==> config.mk <==
export PLATFORM = sky130hd
export DESIGN_NAME = mac_learn_flow
export DESIGN_NICKNAME = d
export VERILOG_FILES = /design/src/rtl/mlf_pkg.sv /design/src/rtl/mlf_mac_table.sv /design/src/rtl/mlf_flow_table.sv /design/src/rtl/mlf_egress.sv /design/src/rtl/mac_learn_flow.sv
export SDC_FILE = /design/constraint.sdc
export NUM_CORES = 2
export LEC_CHECK = 0
export ABC_AREA = 0
export ABC_CLOCK_PERIOD_IN_PS = 8000
export BUFFER_PORTS_ARGS = -buffer_cell sky130_fd_sc_hd__buf_2
export CORE_ASPECT_RATIO = 0.7
export CORE_MARGIN = 2
export CORE_UTILIZATION = 57
export DETAILED_ROUTE_END_ITERATION = 10
export MAX_ROUTING_LAYER = met4
export PLACE_DENSITY = 0.75
export SETUP_SLACK_MARGIN = 0.05
export SLEW_MARGIN = 0
export SYNTH_ARGS = -nofsm -noshare
export SYNTH_HDL_FRONTEND = slang
export SYNTH_HIERARCHICAL = 1
export SYNTH_MEMORY_MAX_BITS = 65536
export SYNTH_SLANG_ARGS = --single-unit
==> constraint.sdc <==
create_clock -name clk -period 8 [get_ports clk]
set_input_delay 1.2 -clock clk [delete_from_list [all_inputs] [get_ports clk]]
set_output_delay 1.2 -clock clk [all_outputs]
set_load 0.02 [all_outputs]
==> src/rtl/mlf_pkg.sv <==
package mlf_pkg;
  localparam int unsigned MAC_W = 48;
  typedef logic [MAC_W-1:0] mac_t;
  localparam mac_t BCAST = '1;

  // XOR fold of an address down to w bits (bit i feeds bit i mod w)
  function automatic logic [15:0] fold48(input mac_t a, input int unsigned w);
    logic [15:0] h;
    h = '0;
    for (int unsigned i = 0; i < MAC_W; i++) h[i % w] = h[i % w] ^ a[i];
    return h;
  endfunction
endpackage

==> src/rtl/mlf_mac_table.sv <==
module mlf_mac_table
  import mlf_pkg::*;
#(
  parameter int unsigned IDX_W  = 4,
  parameter int unsigned PORT_W = 3
) (
  input  logic              clk,
  input  logic              rst_n,
  input  mac_t              da_mac,
  output logic              da_hit,
  output logic [PORT_W-1:0] da_port,
  input  mac_t              sa_mac,
  input  logic [PORT_W-1:0] sa_port,
  output logic              sa_same,
  input  logic              lrn_we,
  input  logic              imp_we,
  input  mac_t              imp_mac,
  input  logic [PORT_W-1:0] imp_port
);
  localparam int unsigned DEPTH = 1 << IDX_W;

  logic              ent_v    [DEPTH];
  mac_t              ent_mac  [DEPTH];
  logic [PORT_W-1:0] ent_port [DEPTH];

  logic [IDX_W-1:0] da_idx, sa_idx, imp_idx, wr_idx;
  logic             wr_en;
  mac_t             wr_mac;
  logic [PORT_W-1:0] wr_port;

  always_comb begin
    da_idx  = fold48(da_mac, IDX_W)[IDX_W-1:0];
    sa_idx  = fold48(sa_mac, IDX_W)[IDX_W-1:0];
    imp_idx = fold48(imp_mac, IDX_W)[IDX_W-1:0];
    da_hit  = ent_v[da_idx] && (ent_mac[da_idx] == da_mac);
    da_port = ent_port[da_idx];
    sa_same = ent_v[sa_idx] && (ent_mac[sa_idx] == sa_mac) && (ent_port[sa_idx] == sa_port);
    wr_en   = lrn_we || imp_we;
    wr_idx  = lrn_we ? sa_idx  : imp_idx;
    wr_mac  = lrn_we ? sa_mac  : imp_mac;
    wr_port = lrn_we ? sa_port : imp_port;
  end

  always_ff @(posedge clk) begin
    if (!rst_n) begin
      for (int i = 0; i < DEPTH; i++) ent_v[i] <= 1'b0;
    end else if (wr_en) begin
      ent_v[wr_idx] <= 1'b1;
    end
  end

  always_ff @(posedge clk) begin
    if (wr_en) begin
      ent_mac[wr_idx]  <= wr_mac;
      ent_port[wr_idx] <= wr_port;
    end
  end

  AST_ONE_WRITER: assert property (@(posedge clk) disable iff (!rst_n)
    !(lrn_we && imp_we));

  AST_LEARN_VISIBLE: assert property (@(posedge clk) disable iff (!rst_n)
    lrn_we |=> (ent_v[$past(sa_idx)] && ent_mac[$past(sa_idx)] == $past(sa_mac)));
endmodule

==> src/rtl/mlf_flow_table.sv <==
module mlf_flow_table
  import mlf_pkg::*;
#(
  parameter int unsigned FIDX_W = 5,
  parameter int unsigned FLOW_W = 10
) (
  input  logic              clk,
  input  logic              rst_n,
  input  logic              lk_en,
  input  mac_t              sa,
  input  mac_t              da,
  output logic [FLOW_W-1:0] flow_id
);
  localparam int unsigned DEPTH = 1 << FIDX_W;

  logic              f_v   [DEPTH];
  mac_t              f_sa  [DEPTH];
  mac_t              f_da  [DEPTH];
  logic [FLOW_W-1:0] f_id  [DEPTH];
  logic [FLOW_W-1:0] next_id;
  logic [FIDX_W-1:0] idx;
  logic              hit;

  always_comb begin
    idx     = fold48(sa ^ da, FIDX_W)[FIDX_W-1:0];
    hit     = f_v[idx] && (f_sa[idx] == sa) && (f_da[idx] == da);
    flow_id = hit ? f_id[idx] : next_id;
  end

  always_ff @(posedge clk) begin
    if (!rst_n) begin
      next_id <= '0;
      for (int i = 0; i < DEPTH; i++) f_v[i] <= 1'b0;
    end else if (lk_en && !hit) begin
      next_id  <= next_id + 1'b1;
      f_v[idx] <= 1'b1;
    end
  end

  always_ff @(posedge clk) begin
    if (lk_en && !hit) begin
      f_sa[idx] <= sa;
      f_da[idx] <= da;
      f_id[idx] <= next_id;
    end
  end

  AST_ALLOC_STEP: assert property (@(posedge clk) disable iff (!rst_n)
    (lk_en && !hit) |=> (next_id == $past(next_id) + 1'b1));

  AST_HIT_NO_STEP: assert property (@(posedge clk) disable iff (!rst_n)
    !(lk_en && !hit) |=> $stable(next_id));
endmodule

==> src/rtl/mlf_egress.sv <==
module mlf_egress
  import mlf_pkg::*;
#(
  parameter int unsigned N_PORTS = 8,
  parameter int unsigned PORT_W  = 3
) (
  input  mac_t               da,
  input  logic [PORT_W-1:0]  in_port,
  input  logic               da_hit,
  input  logic [PORT_W-1:0]  da_port,
  output logic [N_PORTS-1:0] mask
);
  localparam logic [N_PORTS-1:0] ONE = {{(N_PORTS-1){1'b0}}, 1'b1};

  logic flood;

  always_comb begin
    flood = (da == BCAST) || !da_hit;
    if (flood)                  mask = ~(ONE << in_port);
    else if (da_port == in_port) mask = '0;
    else                        mask = ONE << da_port;
  end
endmodule

==> src/rtl/mac_learn_flow.sv <==
module mac_learn_flow
  import mlf_pkg::*;
#(
  parameter int unsigned N_PORTS    = 8,
  parameter int unsigned MAC_IDX_W  = 4,
  parameter int unsigned FLOW_IDX_W = 5,
  parameter int unsigned FLOW_W     = 10,
  localparam int unsigned PORT_W    = $clog2(N_PORTS)
) (
  input  logic               clk,
  input  logic               rst_n,
  input  logic               req_valid,
  output logic               req_ready,
  input  logic [47:0]        req_sa,
  input  logic [47:0]        req_da,
  input  logic [PORT_W-1:0]  req_port,
  output logic               res_valid,
  input  logic               res_ready,
  output logic [N_PORTS-1:0] res_mask,
  output logic [FLOW_W-1:0]  res_flow,
  output logic               exp_valid,
  input  logic               exp_ready,
  output logic [47:0]        exp_mac,
  output logic [PORT_W-1:0]  exp_port,
  input  logic               imp_valid,
  output logic               imp_ready,
  input  logic [47:0]        imp_mac,
  input  logic [PORT_W-1:0]  imp_port
);
  logic               req_fire, imp_fire, learn;
  logic               da_hit, sa_same;
  logic [PORT_W-1:0]  da_port;
  logic [N_PORTS-1:0] eg_mask;
  logic [FLOW_W-1:0]  flow_c;

  assign req_ready = (!res_valid || res_ready) && (!exp_valid || exp_ready);
  assign req_fire  = req_valid && req_ready;
  assign imp_ready = !req_fire;
  assign imp_fire  = imp_valid && imp_ready;
  assign learn     = req_fire && !sa_same;

  mlf_mac_table #(.IDX_W(MAC_IDX_W), .PORT_W(PORT_W)) u_mac (
    .clk(clk), .rst_n(rst_n),
    .da_mac(req_da), .da_hit(da_hit), .da_port(da_port),
    .sa_mac(req_sa), .sa_port(req_port), .sa_same(sa_same),
    .lrn_we(learn), .imp_we(imp_fire), .imp_mac(imp_mac), .imp_port(imp_port)
  );

  mlf_egress #(.N_PORTS(N_PORTS), .PORT_W(PORT_W)) u_eg (
    .da(req_da), .in_port(req_port), .da_hit(da_hit), .da_port(da_port), .mask(eg_mask)
  );

  mlf_flow_table #(.FIDX_W(FLOW_IDX_W), .FLOW_W(FLOW_W)) u_flow (
    .clk(clk), .rst_n(rst_n), .lk_en(req_fire), .sa(req_sa), .da(req_da), .flow_id(flow_c)
  );

  always_ff @(posedge clk) begin
    if (!rst_n) begin
      res_valid <= 1'b0;
      res_mask  <= '0;
      res_flow  <= '0;
    end else if (req_fire) begin
      res_valid <= 1'b1;
      res_mask  <= eg_mask;
      res_flow  <= flow_c;
    end else if (res_ready) begin
      res_valid <= 1'b0;
    end
  end

  always_ff @(posedge clk) begin
    if (!rst_n) begin
      exp_valid <= 1'b0;
      exp_mac   <= '0;
      exp_port  <= '0;
    end else if (learn) begin
      exp_valid <= 1'b1;
      exp_mac   <= req_sa;
      exp_port  <= req_port;
    end else if (exp_ready) begin
      exp_valid <= 1'b0;
    end
  end

  AST_RES_HOLD: assert property (@(posedge clk) disable iff (!rst_n)
    (res_valid && !res_ready) |=> (res_valid && $stable(res_mask) && $stable(res_flow)));

  AST_EXP_HOLD: assert property (@(posedge clk) disable iff (!rst_n)
    (exp_valid && !exp_ready) |=> (exp_valid && $stable(exp_mac) && $stable(exp_port)));

  AST_EXP_AFTER_LEARN: assert property (@(posedge clk) disable iff (!rst_n)
    learn |=> (exp_valid && exp_mac == $past(req_sa) && exp_port == $past(req_port)));

  AST_NO_REFLECT: assert property (@(posedge clk) disable iff (!rst_n)
    req_fire |-> !eg_mask[req_port]);

  AST_KNOWN_SINGLE: assert property (@(posedge clk) disable iff (!rst_n)
    (req_fire && da_hit && req_da != BCAST && da_port != req_port)
      |-> ($countones(eg_mask) == 1));

  AST_RESULT_NEXT: assert property (@(posedge clk) disable iff (!rst_n)
    req_fire |=> (res_valid && res_mask == $past(eg_mask)));
endmodule

==> qor.csv <==
stage,metric,value,unit
synth,synth top area cells,"edfxtp_1 69%, mux2i_1 13%, mux4_2 3.4%, nand2_1 2.4%, o22ai_1 1.4%",
timing,Fin. Hold Viols,0,
finish,Syn-to-layout area delta,17.0,%
power,Power Total,102,mW
synth,post-synthesis register bit count,4337,
setup_path,Critical R2R Capture,u_mac/ent_mac[0][16]$_DFFE_PP_,
finish,layout cell share with drive strength beyond 1,20.9,%
placement,RD Place Congestion,1.09,
routing,Detailed Routing Iterations Pass 1,9,
hold_path,worst hold path depth,2,
die,die width,680,um
synth,Mapped Area,182000,um2
die,# rows,173,
routing,DR iter-0 viols,22400,
setup_path,Critical Path RT,8.90,ns
timing,Worst-Margin Slew,1.59,ns
timing,max frequency,121,MHz
synth,"Seq/Total Area, Yosys",70.7,%
cts,Post-CTS Setup Inserts,0,
synth,asr flop ratio synth,0,%
cts,"Reg clk slew, reported paths",0.07,ns
cts,Num CTS Buffers,406,
timing,fin. max-slew vios,2,
global_routing,gr ovfl total,0,
synth,Post-Syn Instances,11000,
setup_path,worst-path fanout max,16,
power,Peak VDD IR,0.000558,V
setup_path,Critical Path Sink Type,flip-flop,
synth,yosys warns,6,
synth,Syn Area/Cell,16.6,um2
die,initial core utilization,57.4,%
cts,CTS tree,done,
synth,main flop type after synthesis,edfxtp_1,
timing,relative slew slack,-6.70,%
timing,Setup TNS Final,-7.77,ns
synth,"Net Count, Synth",11200,
timing,Final min period,8.24,ns
synth,Post-synth top cells,"4,208 x edfxtp_1, 2,308 x mux2i_1, 1,143 x nand2_1",
routing,DRC violations left,0,
hold_path,hold path start,exp_mac[44]$_SDFFE_PN0P_,
timing,final worst slack,-0.244,ns
synth,number of flops mapped to enable cells by yosys,4208,
die,area of the core,318000,um2
routing,vias per inst,7.05,
die,die height,477,um
synth,top-count cell post-synth,edfxtp_1,
synth,Yosys top cell by area,edfxtp_1,
routing,vias,119000,
routing,Post-DRT Antenna Nets,0,
global_routing,first-pass GRT wire length,940000,um
placement,post-detail-place hpwl,478000,um
power,Leak,76.9,nW
die,Top Ports,229,
setup_path,worst r2r path cells,13,
routing,final wirelength,700000,um
run,MaxCap Viol Count,1,
global_routing,initial antenna violation count,63,
synth,Unique masters post-synth,92,
setup_path,worst reg2reg path startpoint,u_mac/ent_mac[2][4]$_DFFE_PP_,
global_routing,Total Routing Usage GR,43.7,%
setup_path,Crit Path Category,input port to flip-flop,
setup_path,reg-to-reg setup timing slack,2.50,ns
routing,routed wire length per instance,41.4,um
timing,Fin Clk Skew,0.0816,ns
outcome,violated checks,"max-capacitance violations, max-slew violations, negative setup slack",
cts,H-Tree Depth,5,
placement,port bufs,228,
setup_path,CP Data Arrival Time,9.15,ns
hold_path,hold endpoint,exp_mac[44]$_SDFFE_PN0P_,
timing,part of the cycle the worst path needs,103,%
global_routing,largest net degree at the start of global routing,88,
cts,Clock Path Buffers,4,
global_routing,vias in the first global route,111000,
die,die area,325000,um2
timing,RSZ-0062 raised after global routing,no,
outcome,status,finished with violations,
finish,nets,12500,
timing,Hold WS,0.455,ns
finish,final core occ,67.1,%
cts,Clock Latency Late Sink,0.97,ns
hold_path,HP Class,flip-flop to flip-flop,
timing,setup violators final,235,
synth,post-synth top area share,69.3,%
cts,root buf cell,clkbuf_16,
cts,Clock Sinks,4337,
finish,Final Cell Area,213000,um2
setup_path,kind of start point of the critical path,input port,
placement,placed cell areas,200000,um2
power,Power Density,476,nW/um2
-- worst max-delay path by stage --
stage / startpoint / end / cells past startpoint / slack (ns)
5_1_grt: req_sa[27] / res_flow[2]$_SDFFE_PN0P_ / 26 / 0.07
4_1_cts: req_da[43] / res_flow[2]$_SDFFE_PN0P_ / 23 / 0.28
3_5_place_dp: req_da[43] / res_flow[2]$_SDFFE_PN0P_ / 23 / -0.73
2_1_floorplan: req_sa[25] / u_flow/f_da[15][0]$_DFFE_PP_ / 23 / -0.11
3_3_place_gp: req_da[43] / res_flow[2]$_SDFFE_PN0P_ / 25 / -1.08
6_report: req_da[43] / res_flow[2]$_SDFFE_PN0P_ / 24 / -0.24
-- power breakdown --
part | leakage [nW] | internal [mW] | switching (mW)
clock | 6.43 | 10.9 | 8.68
combinational | 31.7 | 20.3 | 33.8
sequential | 38.8 | 27.2 | 0.640
total | 76.9 | 58.4 | 43.1
-- sequential cells by signal (all words and copies together) (netlist names), 16 cells and up --
signal and flops:
u_flow/f_v 32, u_flow/f_id 320, u_flow/f_sa 1536, u_mac/ent_mac 768
u_flow/f_da 1536, u_mac/ent_port 48, u_mac/ent_v 16, exp_mac 48
-- logic make-up after synthesis --
kind of cell	Yosys count	synth area share [%]
xor+xnor	362	1.94
compound gates	1034	4.04
flops	4337	70.7
fa+ha+maj	1	0.00686
buf+inv	694	2.06
simple gates	1909	4.73
mux	2660	16.5
-- per-layer routing --
layer | GRT usage [%] | vias up | routed length [um]
li1 | - | 46200 | -
met1 | 62.0 | 60600 | 265000
met2 | 56.4 | 10800 | 279000
met3 | 18.4 | 1567 | 125000
met4 | 15.3 | 0 | 31100
met5 | - | - | 0
-- critical path, cell delays in order --
cell and delay, ns:
buf_2 0.30, xor2_1 0.71, xnor2_1 0.36, xnor2_1 0.67, xnor3_1 0.36, buf_12 0.17, nand3_4 0.18, buf_4 0.36
buf_4 0.35, o22ai_1 0.13, nor4_1 0.39, xor2_1 0.23, nor4_2 0.96, buf_4 0.24, nand4_1 0.19, nor4_2 0.48
buf_4 0.25, buf_4 0.13, and2_1 0.28, buf_12 0.20, nor2_1 0.05, a31oi_1 0.58, nand2_1 0.12, mux2i_1 0.16
-- cell type report --
cell class / count / area (um2)
Clock inverter: 227 / 2330
Antenna cell: 50 / 125
Timing Repair Buffer: 1576 / 15500
Clock buffer: 518 / 10900
Sequential cell: 4337 / 129000
Inverter: 33 / 124
Tap cell: 4200 / 5260
Multi-Input combinational cell: 5966 / 50300
Fill cell: 20900 / 105000
-- layout by cell type, fill, tap and decap left out, types with 227 or more instances in the layout --
cell,count
buf_12,340
buf_2,227
buf_4,1007
clkbuf_16,410
edfxtp_1,4208
mux2i_1,2307
mux4_2,274
nand2_1,1143
nand3_1,237
o22ai_1,418
-- timing repair --
item / in CTS / in global routing
endpoints found under the setup margin: 0 / 1565
hold buffers: 0 / 0
resized for setup: 0 / 4
-- through the flow --
step	worst slack, ns	instances
3_5_place_dp	-0.731	16100
2_1_floorplan	-0.109	11000
3_3_place_gp	-1.08	16100
6_report	-0.244	16900
5_1_grt	0.0737	16900
4_1_cts	0.283	16900
(Power assumes the default switching activity.)
